===== src/rtl/audio_ctl_pkg.sv =====
package audio_ctl_pkg;
    localparam int SAMPLE_W = 16;
    localparam int DATA_W   = 32;
    localparam int CADDR_W  = 7;

    typedef enum logic [2:0] {
        REG_PLAY   = 3'd0,
        REG_REC    = 3'd1,
        REG_STAT   = 3'd2,
        REG_FLUSH  = 3'd3,
        REG_CADDR  = 3'd4,
        REG_CRDATA = 3'd5,
        REG_CWDATA = 3'd6
    } reg_idx_e;

    typedef struct packed {
        logic rec_ovr;
        logic play_und;
        logic codec_rdy;
        logic acc_done;
        logic rec_empty;
        logic rec_full;
        logic play_half;
        logic play_full;
    } status_t;

    typedef struct packed {
        logic               rd;
        logic [CADDR_W-1:0] addr;
    } caddr_t;

    function automatic logic [DATA_W-1:0] widen(input logic [SAMPLE_W-1:0] s);
        return {{(DATA_W-SAMPLE_W){1'b0}}, s};
    endfunction
endpackage


===== src/rtl/sample_fifo.sv =====
module sample_fifo #(
    parameter int W     = 16,
    parameter int DEPTH = 32
) (
    input  logic                       clk,
    input  logic                       rst,
    input  logic                       flush,
    input  logic                       push,
    input  logic [W-1:0]               din,
    input  logic                       pop,
    output logic [W-1:0]               dout,
    output logic [$clog2(DEPTH+1)-1:0] count,
    output logic                       full,
    output logic                       empty
);
    localparam int AW = $clog2(DEPTH);
    localparam int CW = $clog2(DEPTH+1);

    logic [W-1:0]  mem [DEPTH];
    logic [AW-1:0] wr_ptr, rd_ptr;
    logic          push_ok, pop_ok;

    assign full    = (count == CW'(DEPTH));
    assign empty   = (count == '0);
    assign push_ok = push && !full;
    assign pop_ok  = pop && !empty;
    assign dout    = mem[rd_ptr];

    function automatic logic [AW-1:0] nxt(input logic [AW-1:0] p);
        return (p == AW'(DEPTH-1)) ? '0 : p + 1'b1;
    endfunction

    always_ff @(posedge clk) begin
        if (push_ok && !flush) mem[wr_ptr] <= din;
    end

    always_ff @(posedge clk) begin
        if (rst || flush) begin
            wr_ptr <= '0;
            rd_ptr <= '0;
            count  <= '0;
        end else begin
            if (push_ok) wr_ptr <= nxt(wr_ptr);
            if (pop_ok)  rd_ptr <= nxt(rd_ptr);
            case ({push_ok, pop_ok})
                2'b10:   count <= count + 1'b1;
                2'b01:   count <= count - 1'b1;
                default: count <= count;
            endcase
        end
    end
endmodule


===== src/rtl/codec_port.sv =====
module codec_port
    import audio_ctl_pkg::*;
(
    input  logic                clk,
    input  logic                rst,
    input  logic                launch,
    input  caddr_t              cmd,
    input  logic [SAMPLE_W-1:0] wdata_in,
    output logic                cdc_req,
    output caddr_t              cur_cmd,
    output logic [SAMPLE_W-1:0] cdc_wdata,
    input  logic                cdc_done,
    input  logic [SAMPLE_W-1:0] cdc_rdata,
    output logic [SAMPLE_W-1:0] rd_data,
    output logic                finished
);
    always_ff @(posedge clk) begin
        if (rst) begin
            cdc_req   <= 1'b0;
            cur_cmd   <= '0;
            cdc_wdata <= '0;
            rd_data   <= '0;
            finished  <= 1'b0;
        end else if (cdc_req) begin
            if (cdc_done) begin
                cdc_req  <= 1'b0;
                finished <= 1'b1;
                if (cur_cmd.rd) rd_data <= cdc_rdata;
            end
        end else if (launch) begin
            cdc_req   <= 1'b1;
            cur_cmd   <= cmd;
            cdc_wdata <= wdata_in;
            finished  <= 1'b0;
        end
    end
endmodule


===== src/rtl/audio_ctl_regs.sv =====
module audio_ctl_regs
    import audio_ctl_pkg::*;
#(
    parameter int DEPTH = 32
) (
    input  logic                clk,
    input  logic                rst,
    input  logic                bus_sel,
    input  logic                bus_wr,
    input  logic [4:0]          bus_addr,
    input  logic [DATA_W-1:0]   bus_wdata,
    output logic [DATA_W-1:0]   bus_rdata,
    input  logic                cdc_ready,
    output logic                cdc_req,
    output logic                cdc_rd,
    output logic [CADDR_W-1:0]  cdc_addr,
    output logic [SAMPLE_W-1:0] cdc_wdata,
    input  logic                cdc_done,
    input  logic [SAMPLE_W-1:0] cdc_rdata,
    input  logic                play_take,
    output logic [SAMPLE_W-1:0] play_sample,
    input  logic                rec_put,
    input  logic [SAMPLE_W-1:0] rec_sample,
    output logic                play_irq,
    output logic                rec_irq
);
    localparam int CW   = $clog2(DEPTH+1);
    localparam int HALF = DEPTH / 2;

    reg_idx_e            word;
    logic                wr_en, rd_en;
    logic                play_push, rec_pop, flush_play, flush_rec, launch;
    logic [SAMPLE_W-1:0] play_head, rec_head, cw_q, crd_q;
    logic [CW-1:0]       play_cnt, rec_cnt;
    logic                play_full, play_empty, rec_full, rec_empty;
    logic                und_q, ovr_q, acc_fin;
    caddr_t              cur_cmd;
    status_t             stat_w;

    assign word       = reg_idx_e'(bus_addr[4:2]);
    assign wr_en      = bus_sel && bus_wr;
    assign rd_en      = bus_sel && !bus_wr;
    assign play_push  = wr_en && word == REG_PLAY;
    assign rec_pop    = rd_en && word == REG_REC;
    assign flush_play = wr_en && word == REG_FLUSH && bus_wdata[0];
    assign flush_rec  = wr_en && word == REG_FLUSH && bus_wdata[1];
    assign launch     = wr_en && word == REG_CADDR;

    sample_fifo #(.W(SAMPLE_W), .DEPTH(DEPTH)) u_play (
        .clk(clk), .rst(rst), .flush(flush_play),
        .push(play_push), .din(bus_wdata[SAMPLE_W-1:0]),
        .pop(play_take), .dout(play_head), .count(play_cnt),
        .full(play_full), .empty(play_empty)
    );

    sample_fifo #(.W(SAMPLE_W), .DEPTH(DEPTH)) u_rec (
        .clk(clk), .rst(rst), .flush(flush_rec),
        .push(rec_put), .din(rec_sample),
        .pop(rec_pop), .dout(rec_head), .count(rec_cnt),
        .full(rec_full), .empty(rec_empty)
    );

    codec_port u_codec (
        .clk(clk), .rst(rst), .launch(launch),
        .cmd(caddr_t'(bus_wdata[CADDR_W:0])), .wdata_in(cw_q),
        .cdc_req(cdc_req), .cur_cmd(cur_cmd), .cdc_wdata(cdc_wdata),
        .cdc_done(cdc_done), .cdc_rdata(cdc_rdata),
        .rd_data(crd_q), .finished(acc_fin)
    );

    assign cdc_rd   = cur_cmd.rd;
    assign cdc_addr = cur_cmd.addr;

    always_ff @(posedge clk) begin
        if (rst) begin
            cw_q  <= '0;
            und_q <= 1'b0;
            ovr_q <= 1'b0;
        end else begin
            if (wr_en && word == REG_CWDATA) cw_q <= bus_wdata[SAMPLE_W-1:0];
            if (flush_play)                  und_q <= 1'b0;
            else if (play_take && play_empty) und_q <= 1'b1;
            if (flush_rec)                   ovr_q <= 1'b0;
            else if (rec_put && rec_full)    ovr_q <= 1'b1;
        end
    end

    always_comb begin
        stat_w.rec_ovr   = ovr_q;
        stat_w.play_und  = und_q;
        stat_w.codec_rdy = cdc_ready;
        stat_w.acc_done  = acc_fin;
        stat_w.rec_empty = rec_empty;
        stat_w.rec_full  = rec_full;
        stat_w.play_half = (play_cnt <= CW'(HALF));
        stat_w.play_full = play_full;
    end

    assign play_sample = play_empty ? '0 : play_head;
    assign play_irq    = stat_w.play_half;
    assign rec_irq     = (rec_cnt >= CW'(HALF));

    always_comb begin
        bus_rdata = '0;
        if (rd_en) begin
            case (word)
                REG_REC:    bus_rdata = rec_empty ? '0 : widen(rec_head);
                REG_STAT:   bus_rdata = {{(DATA_W-8){1'b0}}, stat_w};
                REG_CADDR:  bus_rdata = {{(DATA_W-CADDR_W-1){1'b0}}, cur_cmd};
                REG_CRDATA: bus_rdata = widen(crd_q);
                REG_CWDATA: bus_rdata = widen(cw_q);
                default:    bus_rdata = '0;
            endcase
        end
    end
endmodule


===== config.mk =====
export PLATFORM = sky130hd
export DESIGN_NAME = audio_ctl_regs
export DESIGN_NICKNAME = d
export VERILOG_FILES = /design/src/rtl/audio_ctl_pkg.sv /design/src/rtl/sample_fifo.sv /design/src/rtl/codec_port.sv /design/src/rtl/audio_ctl_regs.sv
export SDC_FILE = /design/constraint.sdc
export NUM_CORES = 1
export LEC_CHECK = 0
export BUFFER_PORTS_ARGS = -buffer_cell sky130_fd_sc_hd__buf_2
export CAP_MARGIN = 20
export CORE_UTILIZATION = 55
export CTS_BUF_LIST = sky130_fd_sc_hd__clkbuf_8
export CTS_CLUSTER_SIZE = 40
export DETAILED_ROUTE_END_ITERATION = 12
export GPL_ROUTABILITY_DRIVEN = 1
export HOLD_SLACK_MARGIN = 0.08
export PLACE_DENSITY = 0.72
export SKIP_CTS_REPAIR_TIMING = 1
export SYNTH_ARGS = -nofsm -noshare
export SYNTH_HDL_FRONTEND = slang
export SYNTH_SLANG_ARGS = --single-unit

===== constraint.sdc =====
create_clock -name clk -period 5.4 [get_ports clk]
set_input_delay 1.35 -clock clk [delete_from_list [all_inputs] [get_ports clk]]
set_output_delay 1.35 -clock clk [all_outputs]
set_load 0.01 [all_outputs]

# After elaboration in Yosys (flattened, before gate mapping)
# Memories as Yosys holds them, arrays and structs flattened. A register that Yosys moved wholly into a read port is not among the register bits.
# Cells that the tools add are included.
[word_totals] ff_bits=92 ramBits=1024 in_bits=77 memories=2
[op_classes] add_sub_neg=8 order_cmp=2 n_eq_ne=17 muxes=24 bitwise_logic=1 n_reduce_logical=37
[memory_table] name="u_play.mem" depth=32 word_bits=16 read_ports=1 rd_ports_with_merged_regs=1 write_ports=1 line="sample_fifo.sv:19" rtl="logic [W-1:0] mem [DEPTH];"
[memory_table] name="u_rec.mem" depth=32 word_bits=16 read_ports=1 rd_ports_with_merged_regs=1 write_ports=1 line="sample_fifo.sv:19"
[op_table] operator="one-hot mux 16 bit (5 select lines)" count=1
[op_table] operator="two-way mux 16 bit" count=3
[op_table] operator="two-way mux 5 bit" count=8
[op_table] operator="one-hot mux 6 bit (2 select lines)" count=2
[op_table] operator="adder 5 x 1 -> 5 bit (second input constant)" count=4
[op_table] operator="equality test 5 bit (second input constant)" count=4
[op_table] operator="logical AND 1 bit" count=17
[op_table] operator="adder 6 x 1 -> 6 bit (second input constant)" count=2
[op_table] operator="equality test 6 bit (second input constant)" count=2
[op_table] operator="zero test 6 bit" count=2
[op_table] operator="subtractor 6 x 1 -> 6 bit (second input constant)" count=2
[op_table] operator="two-way mux 1 bit" count=10
[op_table] operator="equality test 3 bit (second input constant)" count=3
[op_table] operator="zero test 1 bit" count=7
[op_table] operator="equality test 3 x 2 -> 1 bit (second input constant)" count=2
[op_table] operator=">= comparator 6 x 5 -> 1 bit (second input constant)" count=1
[op_table] operator="<= comparator 6 x 5 -> 1 bit (second input constant)" count=1
[op_table] operator="nonzero test 2 bit" count=3
[op_table] operator="equality test 2 x 1 -> 1 bit (second input constant)" count=2
[op_table] operator="equality test 2 bit (second input constant)" count=2
[op_table] operator="AND reduction 2 bit" count=2
[op_table] operator="OR reduction 2 bit" count=2
[op_table] operator="equality test 3 x 1 -> 1 bit (second input constant)" count=1
[op_table] operator="zero test 3 bit" count=1
[op_table] operator="other kinds (4)" count=5

# Depth between registers and ports, before layout
[depth] ltp_word=7 depth_mapped=16 mapped_depth_nobuf=12

# By module
# A second synthesis with hierarchy kept.
[unflattened] cells_unflattened=2548 hier_area_um2=44622.8
[by_module_without_submodules] module="sample_fifo at u_rec" n_inst=1 cells_each=1085 area_per_inst_um2=20758.7 seq_area_each_um2=15795.1
[by_module_without_submodules] module="sample_fifo at u_play" n_inst=1 cells_each=1085 area_per_inst_um2=20757.4 seq_area_each_um2=15795.1
[by_module_without_submodules] module="audio_ctl_regs" n_inst=1 cells_each=194 area_per_inst_um2=1572.8 seq_area_each_um2=360.3
[by_module_without_submodules] module="codec_port" n_inst=1 cells_each=184 area_per_inst_um2=1534.0 seq_area_each_um2=840.8

# Least setup slack after synthesis
# OpenSTA, ideal clock, no wires.
[synth_timing] kind="input port to output port" startpoint="input port bus_addr[3]" endpoint="output port bus_rdata[11]" arrival_ns=2.798 t_required_ns=4.050 path_slack_ns=1.252 cell_stages=6 n_path_buf=1 cell_sequence="buf_2 nor2_1 o311ai_4 nor3_1 a21boi_0 a311o_1"
[synth_between] elab_chain_len=3 elab_cells_between_ends=7 classes_between="5 x eq/ne; 2 x mux"
[synth_rtl] item="start: declaration" line="audio_ctl_regs.sv:10" rtl="input logic [4:0] bus_addr,"
[synth_rtl] item="equality test 3 bit, or another cell as far along" line="audio_ctl_regs.sv:106" rtl="case (word)"
[synth_rtl] item="one-hot mux 16 bit (5 select lines) *" line="audio_ctl_regs.sv:106"
[synth_rtl] item="two-way mux 16 bit *" line="audio_ctl_regs.sv:105" rtl="if (rd_en) begin"
[synth_rtl] item="end: declaration" line="audio_ctl_regs.sv:12" rtl="output logic [DATA_W-1:0] bus_rdata,"
# Mark *: on every way between the ends. The rest lies on a longest branch, timed or not.

==> summary.md <==
| Metric | Value |
|---|---|
| Status | finished clean |
| Clk sinks | 1126 |
| Initial antenna violation count | 7 |
| Primary FF master, synth | edfxtp_1 |
| Max Clock Skew | 56.0 ps |
| CTS tree | done |
| Grt ovf | 0 |
| Residual DRC | 0 |
| DIE WIDTH | 286 um |
| Sequential area share after synthesis | 0.737 |
| Synthesized area | 44500 um^2 |
| Sw Ratio | 0.216 |
| P_sw | 3.63 mW |
| IO buf count | 117 |
| XOR/XNOR share of the synthesized area | 0.00118 |
| Internal power | 13.2 mW |
| WP buf/inv | 3 |
| Clock buffer depth | 3 |
| First-pass GRT wire length | 156000 um |
| Final setup viols | 0 |
| Initial DRC Count | 2579 |
| Biggest area consumer among synthesized cells | edfxtp_1 |
| FFs w/ async S/R, synth | 0 |
| Critical path arrival | 3730 ps |
| Mux share of post-synthesis cell area | 0.155 |
| Area growth syn-to-layout | 11.9% |
| Synth top area share | 0.691 |
| Gr usage total | 0.263 |
| Combinational power share | 0.036 |
| Layout cells sized above 1 | 0.268 |
| Post-DP HPWL | 65300 um |
| Worst skew pair latency | 830 ps |
| Io pins | 152 |
| Sequential Power Share | 0.569 |
| Vias in the first global route | 23916 |
| Vias | 23682 |
| Post-route ant nets | 0 |
| Crit-path max cell delay | 690 ps |
| Routed wire length | 106000 um |
| Clk slew on worst S/H paths | 60 ps |
| Final Max Slew Viols | 0 |
| Post-synthesis adder-cell area fraction | 0.00664 |
| Rows | 103 |
| CTS Root Cell | clkbuf_8 |
| Dpl cells | 3495 |
| Num CTS Buffers | 173 |
| Pwr Density | 337 nW/um^2 |
| Top-count cell post-synth | edfxtp_1 |
| Via density | 6.22 |
| CP cell instances | buf_4 -> buf_4 -> mux4_2 -> nor2_1 -> nor2_1 -> o211ai_1 -> o211ai_1 -> buf_2 |
| Fmax | 197 MHz |
| Fin nets | 2720 |
| CP startpoint kind | register |
| Leak | 16.0 nW |
| Total power | 16.8 mW |
| Die Ht | 286 um |
| Synth area leaders | edfxtp_1 (69%), mux4_2 (13%), dfxtp_1 (4.6%) |
| Fin. Hold Viols | 0 |
| Unrepaired setup endpoints after global routing | false |
| Fin crit period | 5080 ps |
| Largest family of logic cells by synthesized area | multiplexers |
| Post-synth top cells | edfxtp_1 (1024), mux4_2 (262), nand2_1 (150) |
| Synth warnings | 0 |
| Period utilisation layout | 0.941 |
| Simple-Gate Fraction of Synth Area | 0.0408 |
| CP Class | register to output pin |
| Final Worst Setup Slack | 321 ps |
| Avg Inst Size Synth | 18.9 um^2 |
| CTS H-tree depth | 4 |
| Wire per inst | 27.8 um |
| Slew @ Worst Pin | 1150 ps |
| Die area | 82000 um^2 |
| Worst-path fanout max | 28 |
| Max IR drop VDD | 257 uV |
| Largest net degree at the start of global routing | 49 |
| Register bit total from synthesis | 1126 |
| Clk pwr share | 0.396 |
| Worst slack at placement | 747 ps |
| DR pass1 iterations | 9 |
| Top delay family on crit path | buffers and inverters |
| Critical Path Sink Type | output pin |
| GP Congestion | 0.872 |
| Fin util | 0.626 |
| Cells after synthesis | 2359 |
| Slew HR | 0.233 |
| Yosys cell types | 77 |
| Core region area | 79500 um^2 |
| Critical path required time | 4050 ps |
| Compound-cell area share of the yosys netlist | 0.0369 |
| Initial Utilization | 0.559 |
| Number of enable flip-flop cells after synthesis | 1024 |
| Layout Cells excl Fill | 3805 |
| Setup TNS | 0 ps |
| CP max-delay cell | dfxtp_4 |
| Max Cap Viol | 0 |
| Hold/Removal Path Class | register to register |
cell usage in the layout, fill, tap and decap left out, types with 5 or more instances in the layout:
| master | synthesis | routed |
|---|---|---|
| a2111oi_0 | 5 | 5 |
| a21oi_1 | 84 | 84 |
| a221o_1 | 11 | 11 |
| a221oi_1 | 12 | 12 |
| a22oi_1 | 21 | 21 |
| a31oi_1 | 8 | 8 |
| and3_1 | 13 | 13 |
| buf_12 | 0 | 6 |
| buf_2 | 35 | 117 |
| buf_4 | 23 | 99 |
| bufinv_16 | 0 | 6 |
| clkbuf_8 | 0 | 182 |
| clkinv_1 | 2 | 34 |
| clkinv_2 | 0 | 14 |
| clkinv_8 | 0 | 5 |
| clkinvlp_4 | 0 | 5 |
| conb_1 | 1 | 16 |
| dfxtp_1 | 102 | 95 |
| edfxtp_1 | 1024 | 1024 |
| ha_1 | 22 | 22 |
| inv_1 | 50 | 108 |
| mux2i_1 | 93 | 93 |
| mux4_2 | 262 | 262 |
| nand2_1 | 150 | 150 |
| nand2b_1 | 5 | 5 |
| nand3_1 | 17 | 17 |
| nand3b_1 | 12 | 12 |
| nand4_1 | 6 | 6 |
| nor2_1 | 132 | 129 |
| nor2b_1 | 11 | 11 |
| nor3_1 | 17 | 17 |
| o211ai_1 | 10 | 10 |
| o21ai_0 | 25 | 25 |
| o22ai_1 | 24 | 24 |
| or3_1 | 6 | 6 |
| or4_1 | 6 | 6 |
registers in the layout, summed over array words and instances, names as in the netlist, 6 cells and up, named ones only:
| signal | cells |
|---|---|
| u_codec.rd_data | 16 |
| u_codec.cur_cmd | 8 |
| u_codec.cdc_wdata | 16 |
| u_play.count | 6 |
| u_play.mem | 512 |
| u_rec.mem | 512 |
| cw_q | 16 |
| u_rec.count | 6 |
metal layers:
layer | wire [um] | global-route usage | up-vias
li1 | - | - | 10017
met3 | 9080 | 0.0510 | 212
met2 | 52600 | 0.429 | 1219
met1 | 40700 | 0.354 | 12232
met5 | 20 | 0 | -
met4 | 3200 | 0.0992 | 2
cell families (layout without fill, tap and decap cells):
family,count (synthesis),after routing
AO/OA/AOI/OAI,241,241
XOR/XNOR,6,6
adder cells (fa/ha/maj),23,23
buffers and inverters,204,581
flip-flops,1126,1126
multiplexers,359,359
other,1,20
AND/OR/NAND/NOR,399,399
final timing paths:
check	from	to	slack [ps]	depth (start not counted)
max	register	bus_rdata[10]	320	8
min reg2reg	und_q	und_q	450	2
min	und_q	und_q	450	2
max reg2reg	u_rec.count[0]	u_rec.count[4]	1750	13
worst min-delay path, cell delays in order (launching register included):
cell     delay [ps]
dfxtp_1         310
inv_1            50
a21oi_1          50
layout make-up:
type	instances	area [um^2]
clock buffer	182	2500
inverter	53	199
sequential	1126	32800
multi-input combinational	1044	10800
clock inverter	124	754
tap	1050	1310
antenna	4	10.0
timing repair buffer	222	1450
fill	5391	29700
power groups by stage:
stage | combinational, mW | clock [mW] | sequential [mW]
finish | 0.601 | 6.65 | 9.55
global route | 0.645 | 7.12 | 9.55
CTS | 0.603 | 6.75 | 9.55
detailed placement | 0.602 | 0 | 9.74
global placement | 0.578 | 0 | 9.73
floorplan | 0.356 | 0 | 9.73
metrics by stage:
step / cell area (um^2) / hold slack [ps]
5_1_grt: 49800 / 486
4_1_cts: 49800 / 448
6_report: 49800 / 454
3_5_place_dp: 46500 / 438
2_1_floorplan: 44500 / 426
3_3_place_gp: 46500 / 437
Power figures use the tool's default switching activity.
